$ cat src/rtl/usb_epsu_pkg.sv
package usb_epsu_pkg;

    localparam int EP_COUNT = 16;
    localparam int EP_IDX_W = $clog2(EP_COUNT);

    localparam logic [3:0] OP_STALL    = 4'h4;
    localparam logic [3:0] OP_VALIDATE = 4'h6;
    localparam logic [3:0] OP_UNSTALL  = 4'h8;

    typedef enum logic [1:0] {
        EV_NONE       = 2'd0,
        EV_SETUP_TOK  = 2'd1,
        EV_SETUP_DONE = 2'd2,
        EV_PKT_DONE   = 2'd3
    } usb_ev_e;

    typedef struct packed {
        logic stall;
        logic full_sec;
        logic full_pri;
        logic pid;
        logic ovw;
        logic setup_held;
        logic cpu_sel;
        logic rsvd;
    } ep_stat_t;

    typedef struct packed {
        logic                stall;
        logic                unstall;
        logic                validate;
        logic [EP_IDX_W-1:0] ep;
    } cmd_req_t;

    function automatic ep_stat_t ep_reinit(input ep_stat_t s);
        ep_stat_t r;
        r          = s;
        r.stall    = 1'b0;
        r.full_sec = 1'b0;
        r.full_pri = 1'b0;
        r.pid      = 1'b0;
        r.cpu_sel  = 1'b0;
        return r;
    endfunction

endpackage

$ cat src/rtl/usb_epsu_cmd_decode.sv
module usb_epsu_cmd_decode
    import usb_epsu_pkg::*;
(
    input  logic       cmd_valid,
    input  logic [7:0] cmd_byte,
    output cmd_req_t   req
);
    logic [3:0] op;
    logic [3:0] idx;

    assign op  = cmd_byte[7:4];
    assign idx = cmd_byte[3:0];

    always_comb begin
        req          = '0;
        req.ep       = idx;
        req.stall    = cmd_valid && (op == OP_STALL);
        req.unstall  = cmd_valid && (op == OP_UNSTALL);
        req.validate = cmd_valid && (op == OP_VALIDATE) && (idx != 4'd0);
    end
endmodule

$ cat src/rtl/usb_epsu_ep_slot.sv
module usb_epsu_ep_slot
    import usb_epsu_pkg::*;
#(
    parameter int IDX    = 0,
    parameter bit IS_IN  = 1'b0,
    parameter bit IS_DBL = 1'b0
) (
    input  logic                clk,
    input  logic                rst,
    input  cmd_req_t            req,
    input  usb_ev_e             ev_kind,
    input  logic [EP_IDX_W-1:0] ev_ep,
    input  logic                ev_half,
    input  logic                rd_hit,
    input  logic                setup_busy,
    output ep_stat_t            stat
);
    localparam bit IS_CTRL     = (IDX < 2);
    localparam bit IS_CTRL_OUT = (IDX == 0);
    localparam logic [EP_IDX_W-1:0] MY_IDX = EP_IDX_W'(IDX);

    ep_stat_t st_q;
    ep_stat_t st_d;
    logic     cmd_hit;
    logic     pkt_hit;

    assign cmd_hit = (req.ep == MY_IDX);
    assign pkt_hit = (ev_kind == EV_PKT_DONE) && (ev_ep == MY_IDX) && !st_q.stall;

    always_comb begin
        st_d = st_q;

        // read-side clear first, so a same-cycle set wins
        if (IS_CTRL_OUT && rd_hit && !setup_busy) begin
            st_d.ovw = 1'b0;
        end

        if (ev_kind == EV_SETUP_TOK) begin
            if (IS_CTRL && st_q.stall) begin
                st_d = ep_reinit(st_d);
            end
            if (IS_CTRL_OUT && st_q.setup_held) begin
                st_d.ovw = 1'b1;
            end
        end

        if (IS_CTRL_OUT && ev_kind == EV_SETUP_DONE) begin
            st_d.setup_held = 1'b1;
        end

        if (pkt_hit) begin
            st_d.pid = ~st_q.pid;
            if (ev_half) begin
                st_d.full_sec = !IS_IN;
            end else begin
                st_d.full_pri = !IS_IN;
            end
        end

        if (cmd_hit && req.stall) begin
            st_d.stall = 1'b1;
            if (IS_CTRL_OUT) begin
                st_d.setup_held = 1'b0;
            end
        end

        if (cmd_hit && req.unstall && st_d.stall) begin
            st_d = ep_reinit(st_d);
        end

        if (IS_IN && cmd_hit && req.validate) begin
            if (IS_DBL) begin
                if (st_d.cpu_sel) begin
                    st_d.full_sec = 1'b1;
                end else begin
                    st_d.full_pri = 1'b1;
                end
                st_d.cpu_sel = ~st_d.cpu_sel;
            end else begin
                st_d.full_pri = 1'b1;
            end
        end

        st_d.rsvd = 1'b0;
    end

    always_ff @(posedge clk) begin
        if (rst) begin
            st_q <= '0;
        end else begin
            st_q <= st_d;
        end
    end

    assign stat = st_q;
endmodule

$ cat src/rtl/usb_epsu_rd_port.sv
module usb_epsu_rd_port
    import usb_epsu_pkg::*;
(
    input  logic                          clk,
    input  logic                          rst,
    input  logic                          rd_en,
    input  logic [EP_IDX_W-1:0]           rd_ep,
    input  logic [EP_COUNT-1:0][7:0]      status_all,
    output logic [7:0]                    rd_data
);
    always_ff @(posedge clk) begin
        if (rst) begin
            rd_data <= 8'h00;
        end else if (rd_en) begin
            rd_data <= {status_all[rd_ep][7:1], 1'b0};
        end
    end
endmodule

$ cat src/rtl/usb_ep_status_unit.sv
module usb_ep_status_unit
    import usb_epsu_pkg::*;
#(
    parameter logic [EP_COUNT-1:0] IN_MASK  = 16'hAAAA,
    parameter logic [EP_COUNT-1:0] DBL_MASK = 16'hFF0C
) (
    input  logic       clk,
    input  logic       rst,
    input  logic       cmd_valid,
    input  logic [7:0] cmd_byte,
    input  logic [1:0] ev_kind,
    input  logic [3:0] ev_ep,
    input  logic       ev_half,
    input  logic       rd_en,
    input  logic [3:0] rd_ep,
    output logic [7:0] rd_data
);
    cmd_req_t                   req;
    usb_ev_e                    ev;
    logic                       setup_busy;
    logic                       rd_ctrl_out;
    logic [EP_COUNT-1:0][7:0]   status_all;

    assign ev          = usb_ev_e'(ev_kind);
    assign rd_ctrl_out = rd_en && (rd_ep == '0);

    usb_epsu_cmd_decode u_dec (
        .cmd_valid (cmd_valid),
        .cmd_byte  (cmd_byte),
        .req       (req)
    );

    always_ff @(posedge clk) begin
        if (rst) begin
            setup_busy <= 1'b0;
        end else if (ev == EV_SETUP_TOK) begin
            setup_busy <= 1'b1;
        end else if (ev == EV_SETUP_DONE) begin
            setup_busy <= 1'b0;
        end
    end

    for (genvar g = 0; g < EP_COUNT; g++) begin : g_slot
        usb_epsu_ep_slot #(
            .IDX    (g),
            .IS_IN  (IN_MASK[g]),
            .IS_DBL (DBL_MASK[g])
        ) u_slot (
            .clk        (clk),
            .rst        (rst),
            .req        (req),
            .ev_kind    (ev),
            .ev_ep      (ev_ep),
            .ev_half    (ev_half),
            .rd_hit     (rd_ctrl_out),
            .setup_busy (setup_busy),
            .stat       (status_all[g])
        );
    end

    usb_epsu_rd_port u_rd (
        .clk        (clk),
        .rst        (rst),
        .rd_en      (rd_en),
        .rd_ep      (rd_ep),
        .status_all (status_all),
        .rd_data    (rd_data)
    );
endmodule

$ cat config.mk
export PLATFORM = sky130hd
export DESIGN_NAME = usb_ep_status_unit
export DESIGN_NICKNAME = d
export VERILOG_FILES = /design/src/rtl/usb_epsu_pkg.sv /design/src/rtl/usb_epsu_cmd_decode.sv /design/src/rtl/usb_epsu_ep_slot.sv /design/src/rtl/usb_epsu_rd_port.sv /design/src/rtl/usb_ep_status_unit.sv
export SDC_FILE = /design/constraint.sdc
export NUM_CORES = 1
export LEC_CHECK = 0
export ABC_AREA = 1
export ABC_CLOCK_PERIOD_IN_PS = 1500
export BUFFER_PORTS_ARGS = -buffer_cell sky130_fd_sc_hd__buf_2
export CAP_MARGIN = 20
export CORE_MARGIN = 4
export CORE_UTILIZATION = 60
export CTS_CLUSTER_SIZE = 40
export DETAILED_ROUTE_END_ITERATION = 10
export GPL_TIMING_DRIVEN = 1
export PLACE_DENSITY = 0.84
export REMOVE_ABC_BUFFERS = 1
export SYNTH_ARGS = -nofsm -noshare
export SYNTH_HDL_FRONTEND = slang
export SYNTH_SLANG_ARGS = --single-unit
$ cat constraint.sdc
create_clock -name clk -period 1.5 [get_ports clk]
set_input_delay 0.225 -clock clk [delete_from_list [all_inputs] [get_ports clk]]
set_output_delay 0.225 -clock clk [all_outputs]
set_load 0.01 [all_outputs]
==> summary.md <==
| Metric | Value |
|---|---|
| Maximum fanout along the worst path | `8` |
| Row count | `29` |
| Maximum vdd drop | `around 0.53 mV` |
| Clock Tree Buf Depth | `2` |
| Hold Crit Class | `input port to flop` |
| Starting Density | `a little over three fifths` |
| ANT cells | `0` |
| CTS Hold Bufs | `0` |
| Commonest non-fill, non-tap cells in the layout | `nand2_1, nor2_1, dfxtp_1` |
| Core area | `roughly 6500 um^2` |
| Max Slew Vio Count | `0` |
| Antenna Nets Post-Route | `0` |
| Vias | `between 4,000 and 5,000` |
| Finished Layout Cells | `775` |
| Setup bufs post-CTS | `0` |
| Post_cts resized | `0` |
| Final Skew | `8.659 ps` |
| Commonest non-fill, non-tap cell in the layout | `nand2_1` |
| Setup TNS | `0 ps` |
| H-tree depth | `3` |
| Register area share after synthesis | `37.62%` |
| Final #Nets | `roughly 720` |
| Synth unique cells | `27` |
| CP endpoint kind | `flop` |
| Overflow left after global routing | `0` |
| Share of cells above drive strength 1 | `between 10% and 20%` |
| Pwr Density | `921.0 nW/um^2` |
| Post-Synthesis Cells | `between 600 and 700` |
| Worst EP required | `1750 ps` |
| Main area contributors after synthesis | `dfxtp_1, nand2_1, nor2_1, nand3_1, inv_1` |
| Top cell type's share of synthesized area | `37.62%` |
| Final WL | `11,960 um` |
| Worst-path clk slew | `80 ps` |
| Initial antenna violation count | `0` |
| Final setup viols | `0` |
| Clk_lat worst skew | `350 ps` |
| IO buf count | `29` |
| PnR worst setup slack | `297.0 ps` |
| Fin crit share | `80.20%` |
| Hold Worst Slack | `195.3 ps` |
| Die H | `90.64 um` |
| Worst slack, placed | `27.41 ps` |
| Hold violation count in the final report | `0` |
| Cell area after synthesis | `around 4100 um^2` |
| Placed Cells | `approximately 760` |
| Dpl hpwl | `about 8200 um` |
| Worst Path Arrival | `1450 ps` |
| Status | `finished clean` |
| Area grow syn2layout | `14.26%` |
| Type of the worst setup path | `input port to flop` |
| Io pins | `31` |
| Startpoint types | `input port` |
| First-pass GRT wire length | `between 15,000 and 20,000 um` |
| GP Congestion | `0.9867` |
| CTS tree | `done` |
| Die X | `90.64 um` |
| Yosys warnings | `0` |
| Die area | `8216 um^2` |
| RSZ-0062 raised after global routing | `false` |
| Clock Sinks | `77` |
| Drc violations | `0` |
| WL per Instance | `approximately 15 um` |
| Final worst path period need | `around 1200 ps` |
| Syn avg cell area | `6.275 um^2` |
| LEAKAGE | `2.175 nW` |
| Root Buffer | `clkbuf_8` |
| Max Clk Rate | `831.3 MHz` |
| Starting DRT DRC Count | `332` |
| GRT Util Overall | `between 30% and 40%` |
| Via density per instance | `about 5.7` |
| Largest net degree at the start of global routing | `45` |
| DR pass1 iterations | `5` |
| Vias in the first global route | `4,303` |
| Inserted Clock Buffers | `9` |
| #FFs+latches synth | `77` |
| Area leader, netlist | `dfxtp_1` |
| Max Cap Viol | `0` |
flip-flops by register name, summed over array words and instances, names as in the netlist:
signal,count
setup_busy,1
u_rd.rd_data,7
g_slot.u_slot.stat,69
Yosys cell counts:
cell type	number
nand2_1	159
o21ai_0	30
clkinv_1	3
conb_1	1
nand3_1	73
buf_2	11
xor2_1	12
inv_2	1
buf_4	1
ha_1	3
o211ai_1	4
o22ai_1	2
nor2_1	117
xnor2_1	2
nor2_2	5
a21oi_1	33
o21ai_1	8
dfxtp_1	77
nor3_1	3
nand4_1	10
a22oi_1	2
nand2_2	4
o21a_1	4
buf_1	1
nand3_2	1
clkbuf_1	10
inv_1	76
layout make-up:
type	instances	area (um^2)
multi-input combinational	473	2152
fill	509	1813
sequential	77	1541
timing repair buffer	52	367.9
inverter	80	300.3
clock buffer	10	137.6
tap	77	96.34
clock inverter	6	86.33
report_power, final:
| group | internal [mW] | leakage (nW) | total (mW) | switching (mW) |
|---|---|---|---|---|
| clock | 0.979 | 0.112 | 1.77 | 0.787 |
| combinational | 0.153 | 1.44 | 0.466 | 0.313 |
| sequential | 2.07 | 0.622 | 2.08 | 0.0135 |
| total | 3.20 | 2.18 | 4.31 | 1.11 |
path summary, 6_finish.rpt:
check | start | endpoint | slack (ps) | cells past startpoint
setup reg to reg | g_slot[12].u_slot.stat[5] | u_rd.rd_data[5] | 340 | 8
hold / removal | rd_en | u_rd.rd_data[1] | 200 | 2
hold reg to reg | g_slot[1].u_slot.stat[6] | g_slot[1].u_slot.stat[6] | 450 | 2
setup / recovery | cmd_byte[1] | g_slot[14].u_slot.stat[4] | 300 | 8
worst max-delay path: stages:
cell     delay, ps
buf_2          110
inv_1           70
nor2_2         340
nand2_1         90
o21ai_1        230
nand4_1        170
nand2_1        150
nor2_1          50
cell families after synthesis:
family | after synthesis | share of synthesized area, %
DFF | 77 | 37.62
AOI/OAI and AO/OA | 83 | 10.81
xor gates and xnor gates | 14 | 2.992
other | 1 | 0.09152
adders and majority gates | 3 | 0.9161
and+or+nand+nor | 372 | 37.71
buffers and inverters | 103 | 9.862
layer usage:
layer	vias up	GRT usage [%]	wire (um)
met4	0	16.45	444
met2	256	49.97	5497
li1	2144	-	-
met1	1964	36.94	4721
met5	-	0	0
met3	49	5.750	1299
per-stage QoR:
| step | utilization, % | area (um^2) | power, mW |
|---|---|---|---|
| after floorplan | - | 3994 | 2.347 |
| after global placement | 68.64 | 4458 | 2.570 |
| after detailed placement | 68.64 | 4458 | 2.578 |
| after CTS | 72.09 | 4682 | 4.304 |
| after global routing | 72.09 | 4682 | 4.460 |
| final | 72.09 | 4682 | 4.312 |
Note: power is estimated with default switching activity, not from simulation.
